$ cat src/rtl/psram_probe_pkg.sv
package psram_probe_pkg;
  typedef enum logic [2:0] {
    ST_IDLE, ST_RSEL, ST_RBUSY, ST_GAP, ST_IDSEL, ST_IDBUSY, ST_EVAL
  } probe_st_e;

  localparam logic [7:0] CMD_RST_EN = 8'hF5;
  localparam logic [7:0] CMD_RD_ID  = 8'h9F;
  localparam logic [7:0] CMD_FILL   = 8'hFF;
  localparam logic [7:0] DIE_GOOD   = 8'h5D;
  localparam logic [7:0] EID_8M_ALT = 8'h26;
  localparam int         N_ID_XFER  = 7;
  localparam int         SLOT_KGD   = 5;
  localparam int         SLOT_EID   = 6;
endpackage

$ cat src/rtl/probe_div.sv
module probe_div #(
  parameter int HALF = 15
) (
  input  logic clk,
  input  logic rst,
  input  logic en,
  output logic tick
);
  localparam int CW = (HALF > 1) ? $clog2(HALF) : 1;
  logic [CW-1:0] cnt;

  assign tick = en && (cnt == CW'(HALF - 1));

  always_ff @(posedge clk) begin
    if (rst || !en || tick) cnt <= '0;
    else                    cnt <= cnt + 1'b1;
  end
endmodule

$ cat src/rtl/probe_shift.sv
module probe_shift #(
  parameter int HALF = 15
) (
  input  logic       clk,
  input  logic       rst,
  input  logic       go,
  input  logic       quad,
  input  logic [7:0] tx_byte,
  input  logic       miso,
  output logic       sclk,
  output logic [3:0] io_out,
  output logic [3:0] io_oe,
  output logic       busy,
  output logic       fin,
  output logic [7:0] rx_byte
);
  logic       tick;
  logic       quad_q;
  logic [7:0] tx_sh;
  logic [7:0] rx_sh;
  logic [3:0] bits_left;

  probe_div #(.HALF(HALF)) u_div (
    .clk (clk),
    .rst (rst),
    .en  (busy),
    .tick(tick)
  );

  always_ff @(posedge clk) begin
    if (rst) begin
      busy      <= 1'b0;
      fin       <= 1'b0;
      sclk      <= 1'b0;
      quad_q    <= 1'b0;
      tx_sh     <= '0;
      rx_sh     <= '0;
      bits_left <= '0;
    end else begin
      fin <= 1'b0;
      if (go && !busy) begin
        busy      <= 1'b1;
        sclk      <= 1'b0;
        quad_q    <= quad;
        tx_sh     <= tx_byte;
        bits_left <= quad ? 4'd2 : 4'd8;
      end else if (tick) begin
        sclk <= ~sclk;
        if (!sclk) begin
          rx_sh <= {rx_sh[6:0], miso};
        end else begin
          tx_sh     <= quad_q ? {tx_sh[3:0], 4'h0} : {tx_sh[6:0], 1'b0};
          bits_left <= bits_left - 1'b1;
          if (bits_left == 4'd1) begin
            busy <= 1'b0;
            fin  <= 1'b1;
          end
        end
      end
    end
  end

  assign rx_byte = rx_sh;
  assign io_out  = quad_q ? tx_sh[7:4] : {3'b000, tx_sh[7]};
  assign io_oe   = !busy ? 4'h0 : (quad_q ? 4'hF : 4'h1);

  p_sclk_idle_r9: assert property (@(posedge clk) disable iff (rst)
    !busy |-> !sclk);
  p_oe_shape_r4: assert property (@(posedge clk) disable iff (rst)
    $onehot0(io_oe) || io_oe == 4'hF);
  p_fin_ends_r9: assert property (@(posedge clk) disable iff (rst)
    fin |-> !busy && !sclk);
endmodule

$ cat src/rtl/probe_size_dec.sv
module probe_size_dec
  import psram_probe_pkg::*;
#(
  parameter int SZ_W = 24
) (
  input  logic [7:0]      kgd,
  input  logic [7:0]      eid,
  output logic            found,
  output logic [SZ_W-1:0] size
);
  localparam logic [SZ_W-1:0] SZ_1M = SZ_W'(32'h0010_0000);

  always_comb begin
    found = (kgd == DIE_GOOD);
    if (!found)                                    size = '0;
    else if (eid == EID_8M_ALT || eid[7:5] == 3'd2) size = SZ_1M << 3;
    else if (eid[7:5] == 3'd0)                     size = SZ_1M << 1;
    else if (eid[7:5] == 3'd1)                     size = SZ_1M << 2;
    else                                           size = SZ_1M;
  end
endmodule

$ cat src/rtl/psram_id_probe.sv
module psram_id_probe
  import psram_probe_pkg::*;
#(
  parameter int          CLK_DIV  = 30,
  parameter int          SZ_W     = 24,
  parameter int unsigned EXP_SIZE = 32'h0080_0000
) (
  input  logic            clk,
  input  logic            rst,
  input  logic            start_i,
  input  logic            mem_miso_i,
  output logic            sclk_o,
  output logic            cs_n_o,
  output logic [3:0]      io_o,
  output logic [3:0]      io_oe_o,
  output logic            done_o,
  output logic            ok_o,
  output logic            mismatch_o,
  output logic            notfound_o,
  output logic [SZ_W-1:0] size_o
);
  localparam int HALF = CLK_DIV / 2;
  localparam int GW   = $clog2(CLK_DIV + 1);

  probe_st_e       state;
  logic            kick;
  logic            go_q, quad_q;
  logic [7:0]      tx_q;
  logic [2:0]      idx;
  logic [GW-1:0]   gcnt;
  logic [7:0]      kgd_q, eid_q;
  logic            sh_busy, sh_fin;
  logic [7:0]      sh_rx;
  logic            dec_found;
  logic [SZ_W-1:0] dec_size;

  probe_shift #(.HALF(HALF)) u_shift (
    .clk    (clk),
    .rst    (rst),
    .go     (go_q),
    .quad   (quad_q),
    .tx_byte(tx_q),
    .miso   (mem_miso_i),
    .sclk   (sclk_o),
    .io_out (io_o),
    .io_oe  (io_oe_o),
    .busy   (sh_busy),
    .fin    (sh_fin),
    .rx_byte(sh_rx)
  );

  probe_size_dec #(.SZ_W(SZ_W)) u_dec (
    .kgd  (kgd_q),
    .eid  (eid_q),
    .found(dec_found),
    .size (dec_size)
  );

  always_ff @(posedge clk) begin
    if (rst) begin
      state      <= ST_IDLE;
      kick       <= 1'b1;
      go_q       <= 1'b0;
      quad_q     <= 1'b0;
      tx_q       <= '0;
      idx        <= '0;
      gcnt       <= '0;
      kgd_q      <= '0;
      eid_q      <= '0;
      cs_n_o     <= 1'b1;
      done_o     <= 1'b0;
      ok_o       <= 1'b0;
      mismatch_o <= 1'b0;
      notfound_o <= 1'b0;
      size_o     <= '0;
    end else begin
      go_q <= 1'b0;
      unique case (state)
        ST_IDLE: if (kick || start_i) begin
          kick       <= 1'b0;
          done_o     <= 1'b0;
          ok_o       <= 1'b0;
          mismatch_o <= 1'b0;
          notfound_o <= 1'b0;
          size_o     <= '0;
          state      <= ST_RSEL;
        end
        ST_RSEL: begin
          cs_n_o <= 1'b0;
          go_q   <= 1'b1;
          quad_q <= 1'b1;
          tx_q   <= CMD_RST_EN;
          state  <= ST_RBUSY;
        end
        ST_RBUSY: if (sh_fin) begin
          cs_n_o <= 1'b1;
          gcnt   <= '0;
          state  <= ST_GAP;
        end
        ST_GAP: begin
          gcnt <= gcnt + 1'b1;
          if (gcnt == GW'(CLK_DIV - 1)) state <= ST_IDSEL;
        end
        ST_IDSEL: begin
          cs_n_o <= 1'b0;
          idx    <= '0;
          go_q   <= 1'b1;
          quad_q <= 1'b0;
          tx_q   <= CMD_RD_ID;
          state  <= ST_IDBUSY;
        end
        ST_IDBUSY: if (sh_fin) begin
          if (idx == 3'(SLOT_KGD)) kgd_q <= sh_rx;
          if (idx == 3'(SLOT_EID)) eid_q <= sh_rx;
          if (idx == 3'(N_ID_XFER - 1)) begin
            cs_n_o <= 1'b1;
            state  <= ST_EVAL;
          end else begin
            idx  <= idx + 1'b1;
            go_q <= 1'b1;
            tx_q <= CMD_FILL;
          end
        end
        ST_EVAL: begin
          done_o     <= 1'b1;
          size_o     <= dec_size;
          notfound_o <= !dec_found;
          mismatch_o <= (dec_size != SZ_W'(EXP_SIZE));
          ok_o       <= (dec_size == SZ_W'(EXP_SIZE));
          state      <= ST_IDLE;
        end
        default: state <= ST_IDLE;
      endcase
    end
  end

  p_busy_in_frame_r3: assert property (@(posedge clk) disable iff (rst)
    sh_busy |-> !cs_n_o);
  p_done_quiet_r10: assert property (@(posedge clk) disable iff (rst)
    done_o |-> cs_n_o && !sh_busy && !sclk_o);
  p_ok_excl_r8: assert property (@(posedge clk) disable iff (rst)
    ok_o |-> done_o && !mismatch_o);
  p_nf_zero_r7: assert property (@(posedge clk) disable iff (rst)
    notfound_o |-> size_o == '0);
  p_start_ignored_r10: assert property (@(posedge clk) disable iff (rst)
    (state == ST_IDBUSY && start_i && !sh_fin) |=> state == ST_IDBUSY);
  p_done_held_r10: assert property (@(posedge clk) disable iff (rst)
    (done_o && !start_i) |=> done_o);
endmodule

$ cat config.mk
export PLATFORM = sky130hd
export DESIGN_NAME = psram_id_probe
export DESIGN_NICKNAME = d
export VERILOG_FILES = /design/src/rtl/psram_probe_pkg.sv /design/src/rtl/probe_div.sv /design/src/rtl/probe_shift.sv /design/src/rtl/probe_size_dec.sv /design/src/rtl/psram_id_probe.sv
export SDC_FILE = /design/constraint.sdc
export NUM_CORES = 1
export LEC_CHECK = 0
export CAP_MARGIN = 20
export CORE_AREA = 2 2 109 111
export CTS_CLUSTER_SIZE = 30
export DETAILED_ROUTE_END_ITERATION = 6
export DIE_AREA = 0 0 111 113
export PLACE_DENSITY = 0.56
export SLEW_MARGIN = 20
export SYNTH_ARGS = -nofsm -noshare
export SYNTH_HDL_FRONTEND = slang
export SYNTH_SLANG_ARGS = --single-unit
$ cat constraint.sdc
create_clock -name clk -period 4.8 [get_ports clk]
set_clock_uncertainty 0.2 [all_clocks]
set_input_delay 0.72 -clock clk [delete_from_list [all_inputs] [get_ports clk]]
set_output_delay 0.72 -clock clk [all_outputs]
set_load 0.05 [all_outputs]
==> reports/summary.md <==
At the pin with the least slew margin, the transition time is 0.894 ns. The number of storage elements in the synthesis netlist came out at 70. The total grt overflow was 0.

The number of hold buffers added after CTS was 0. The horizontal extent of the die was 111 um; the die area was 12500 um^2. The critical path launch point type is a flop. The max-slew violation total from the final report was 0.

In this run the cell area of the synthesized design comes to 3350 um^2. For this block, the initial DRC count from the detailed router was 60. Summed over all cells, the static leakage comes to 0.00134 uW.

The root buffer cell chosen for the clock tree is sky130_fd_sc_hd__clkbuf_16. For the sequential area share after synthesis, the log shows 41.9%. The run gives 0.000137 V as the maximum vdd ir drop. For this design, the sink count on the clock tree is 70. The largest fanout on the critical path is 13.

The count of max-cap constraint violations was 0; the signal arrival time at the worst endpoint was 2.02 ns. In this run the count of I/O pins placed on the die edge is 42. The final layout contains routed wiring with a total length of 6460 um. For the number of antenna violations at the first check in global routing, the log shows 0. After routing the design area is 3820 um^2. Placeable core region: 11300 um^2. The commonest non-fill, non-tap cell in the layout was sky130_fd_sc_hd__dfxtp_1. The path class of the tightest hold or removal check is flop to flop. Setup violations remaining at the end of the flow were counted as 0.

The run finished with clean final reports. The per-instance average area after synthesis was 8.52 um^2; the clock input transition at the sequential cells of the worst setup and hold paths was 0.06 ns. The pre-antenna-repair detailed-routing pass consisted of 4 iterations. For this run, the post-layout net count is 411. The share of final-layout standard cells stronger than drive strength 1 came out at 6.45%. Entering global routing, the biggest net connects 51 pins. Detailed routing inserted a total of 2567 vias. Dividing the detail-routed wire length by the instance count gives 11.8 um. The tools report the number of global-route vias before repair as 2380. For the required arrival time at the worst endpoint, the log shows 3.88 ns.

The async set-reset flop share out of synthesis works out to 0%. Post-CTS setup repair buffer count: 0. In the layout the commonest cells are 70 x sky130_fd_sc_hd__dfxtp_1, 41 x sky130_fd_sc_hd__a21oi_1, 40 x sky130_fd_sc_hd__nor2_1.

The HPWL after detailed placement came out at 4500 um. Clock latency on the worst-skew pair, taken at its later pin, is 0.32 ns. Counting along the longest clock path gives a buffer depth of 2.

The critical path in this run is classified as flop to primary output. The wire length of the first global-routing pass is 11100 um. In the routed design, unresolved DRC markers number 0.

The logs give 40.3% for the headroom to the max-slew limit and 0 for the number of routed nets with antenna violations. Number of placement rows: 39. The number of hold violations in the final report is 0. TritonCTS built the clock tree. Counting distinct cell types in the post-synthesis netlist gives 53. The tools report the nature of the critical path endpoint as a primary output. Once the floorplan was initialized, standard cells occupied 29.7% of the core.

Across every metal layer, demand over resource in global routing totals 10.6%. The vias per cell is 4.70. Setup repair after global routing left no endpoint under its margin. The synthesized design contains 0 enable-type register cells.

The period utilization is 61.3%. The most frequently used flop master after synthesis is sky130_fd_sc_hd__dfxtp_1. From synthesis to final layout, the design area changed by 14.0%. For this design the ratio of total power to cell area is 367 nW/um^2. The total negative slack was 0 ns; the number of instances in the synthesized netlist was 393.

TritonCTS created 9 clock buffers. In this run the cell area measured after placement is 3510 um^2. The Yosys step of the flow raised 0 warnings. In this run the vertical extent of the chip is 113 um. The number of port buffers is 21. The worst path in the final design needs a cycle of 2.94 ns, including I/O delays and setup.

Timing would allow up to 0.340 GHz. The run gives 3 as the H-tree depth. The number of gates resized after CTS was 0. 0 antenna diodes ended up in the layout. At the end of routability-driven placement, the weighted congestion stood at 0.764.
-- per-stage QoR --
step	cells	hold WS, ns	util, %	setup slack [ns]	power (uW)
2_1_floorplan	412	0.230	-	2.44	743
5_1_grt	546	0.262	33.9	1.73	1460
3_3_place_gp	530	0.242	31.2	2.18	748
6_report	546	0.247	33.9	1.86	1400
3_5_place_dp	530	0.238	31.2	2.17	750
4_1_cts	546	0.251	33.9	1.81	1420
-- area by class of cell --
class | count | area (um^2)
Sequential cell | 70 | 1400
Timing Repair Buffer | 22 | 213
Multi-Input combinational cell | 282 | 1670
Inverter | 13 | 48.8
Clock buffer | 13 | 260
Tap cell | 143 | 179
Fill cell | 1131 | 7460
Clock inverter | 3 | 42.5
-- critical path, stage by stage (launching register included) --
cell	delay [ns]
sky130_fd_sc_hd__dfxtp_1	0.61
sky130_fd_sc_hd__mux2_2	0.39
sky130_fd_sc_hd__clkdlybuf4s50_1	0.70
-- synth_stat cells, types with 5 or more instances --
| cell type | number | share of area, % |
|---|---|---|
| sky130_fd_sc_hd__nor2_1 | 40 | 4.5 |
| sky130_fd_sc_hd__buf_2 | 6 | 0.90 |
| sky130_fd_sc_hd__inv_1 | 13 | 1.5 |
| sky130_fd_sc_hd__and2_1 | 6 | 1.1 |
| sky130_fd_sc_hd__clkbuf_1 | 11 | 1.2 |
| sky130_fd_sc_hd__nor3_1 | 6 | 0.90 |
| sky130_fd_sc_hd__mux2i_1 | 14 | 4.2 |
| sky130_fd_sc_hd__nor2b_1 | 5 | 0.93 |
| sky130_fd_sc_hd__dfxtp_1 | 70 | 42 |
| sky130_fd_sc_hd__ha_1 | 9 | 3.4 |
| sky130_fd_sc_hd__nand2_1 | 35 | 3.9 |
| sky130_fd_sc_hd__buf_4 | 26 | 5.8 |
| sky130_fd_sc_hd__a21oi_1 | 41 | 6.1 |
| sky130_fd_sc_hd__nand2b_1 | 6 | 1.1 |
| sky130_fd_sc_hd__nand3_1 | 13 | 1.9 |
| sky130_fd_sc_hd__o21ai_0 | 28 | 4.2 |
-- path summary, 6_finish.rpt --
check / to / slack (ns) / from / depth (start not counted)
setup / recovery: io_o[0] / 1.86 / u_shift.quad_q / 2
hold / removal: size_o[23] / 0.25 / size_o[23] / 1
setup reg to reg: u_shift.rx_byte[4] / 2.49 / u_shift.u_div.cnt[0] / 6
hold reg to reg: size_o[23] / 0.25 / size_o[23] / 1
-- routing by layer --
layer | track usage, % | share of wire [%]
met1 | 13.1 | 46
met2 | 17.5 | 48
met3 | 3.16 | 4.8
met4 | 4.25 | 1.5
met5 | 0 | 0
-- state kept, by name, summed over array words and instances (netlist names), 4 cells and up --
signal	count
u_shift.rx_byte	8
gcnt	5
kgd_q	8
u_shift.tx_sh	8
u_shift.u_div.cnt	4
u_shift.bits_left	4
size_o	4
eid_q	8
-- where the power goes --
group	internal [uW]	switching (uW)	total (uW)
clock	430	233	663
combinational	32.4	80.8	113
sequential	598	25.1	623
total	1060	339	1400
-- logic make-up (layout without fill, tap and decap cells) --
group | after synthesis | in the layout | share of synthesized area [%]
AOI/OAI and AO/OA | 92 | 92 | 16.4
xor gates and xnor gates | 6 | 6 | 1.57
adders and majority gates | 9 | 9 | 3.36
buffers and inverters | 60 | 51 | 10.4
DFF | 70 | 70 | 41.9
muxes | 16 | 16 | 4.86
other | 1 | 20 | 0.112
and+or+nand+nor | 139 | 139 | 21.5
Power figures use the tool's default switching activity.
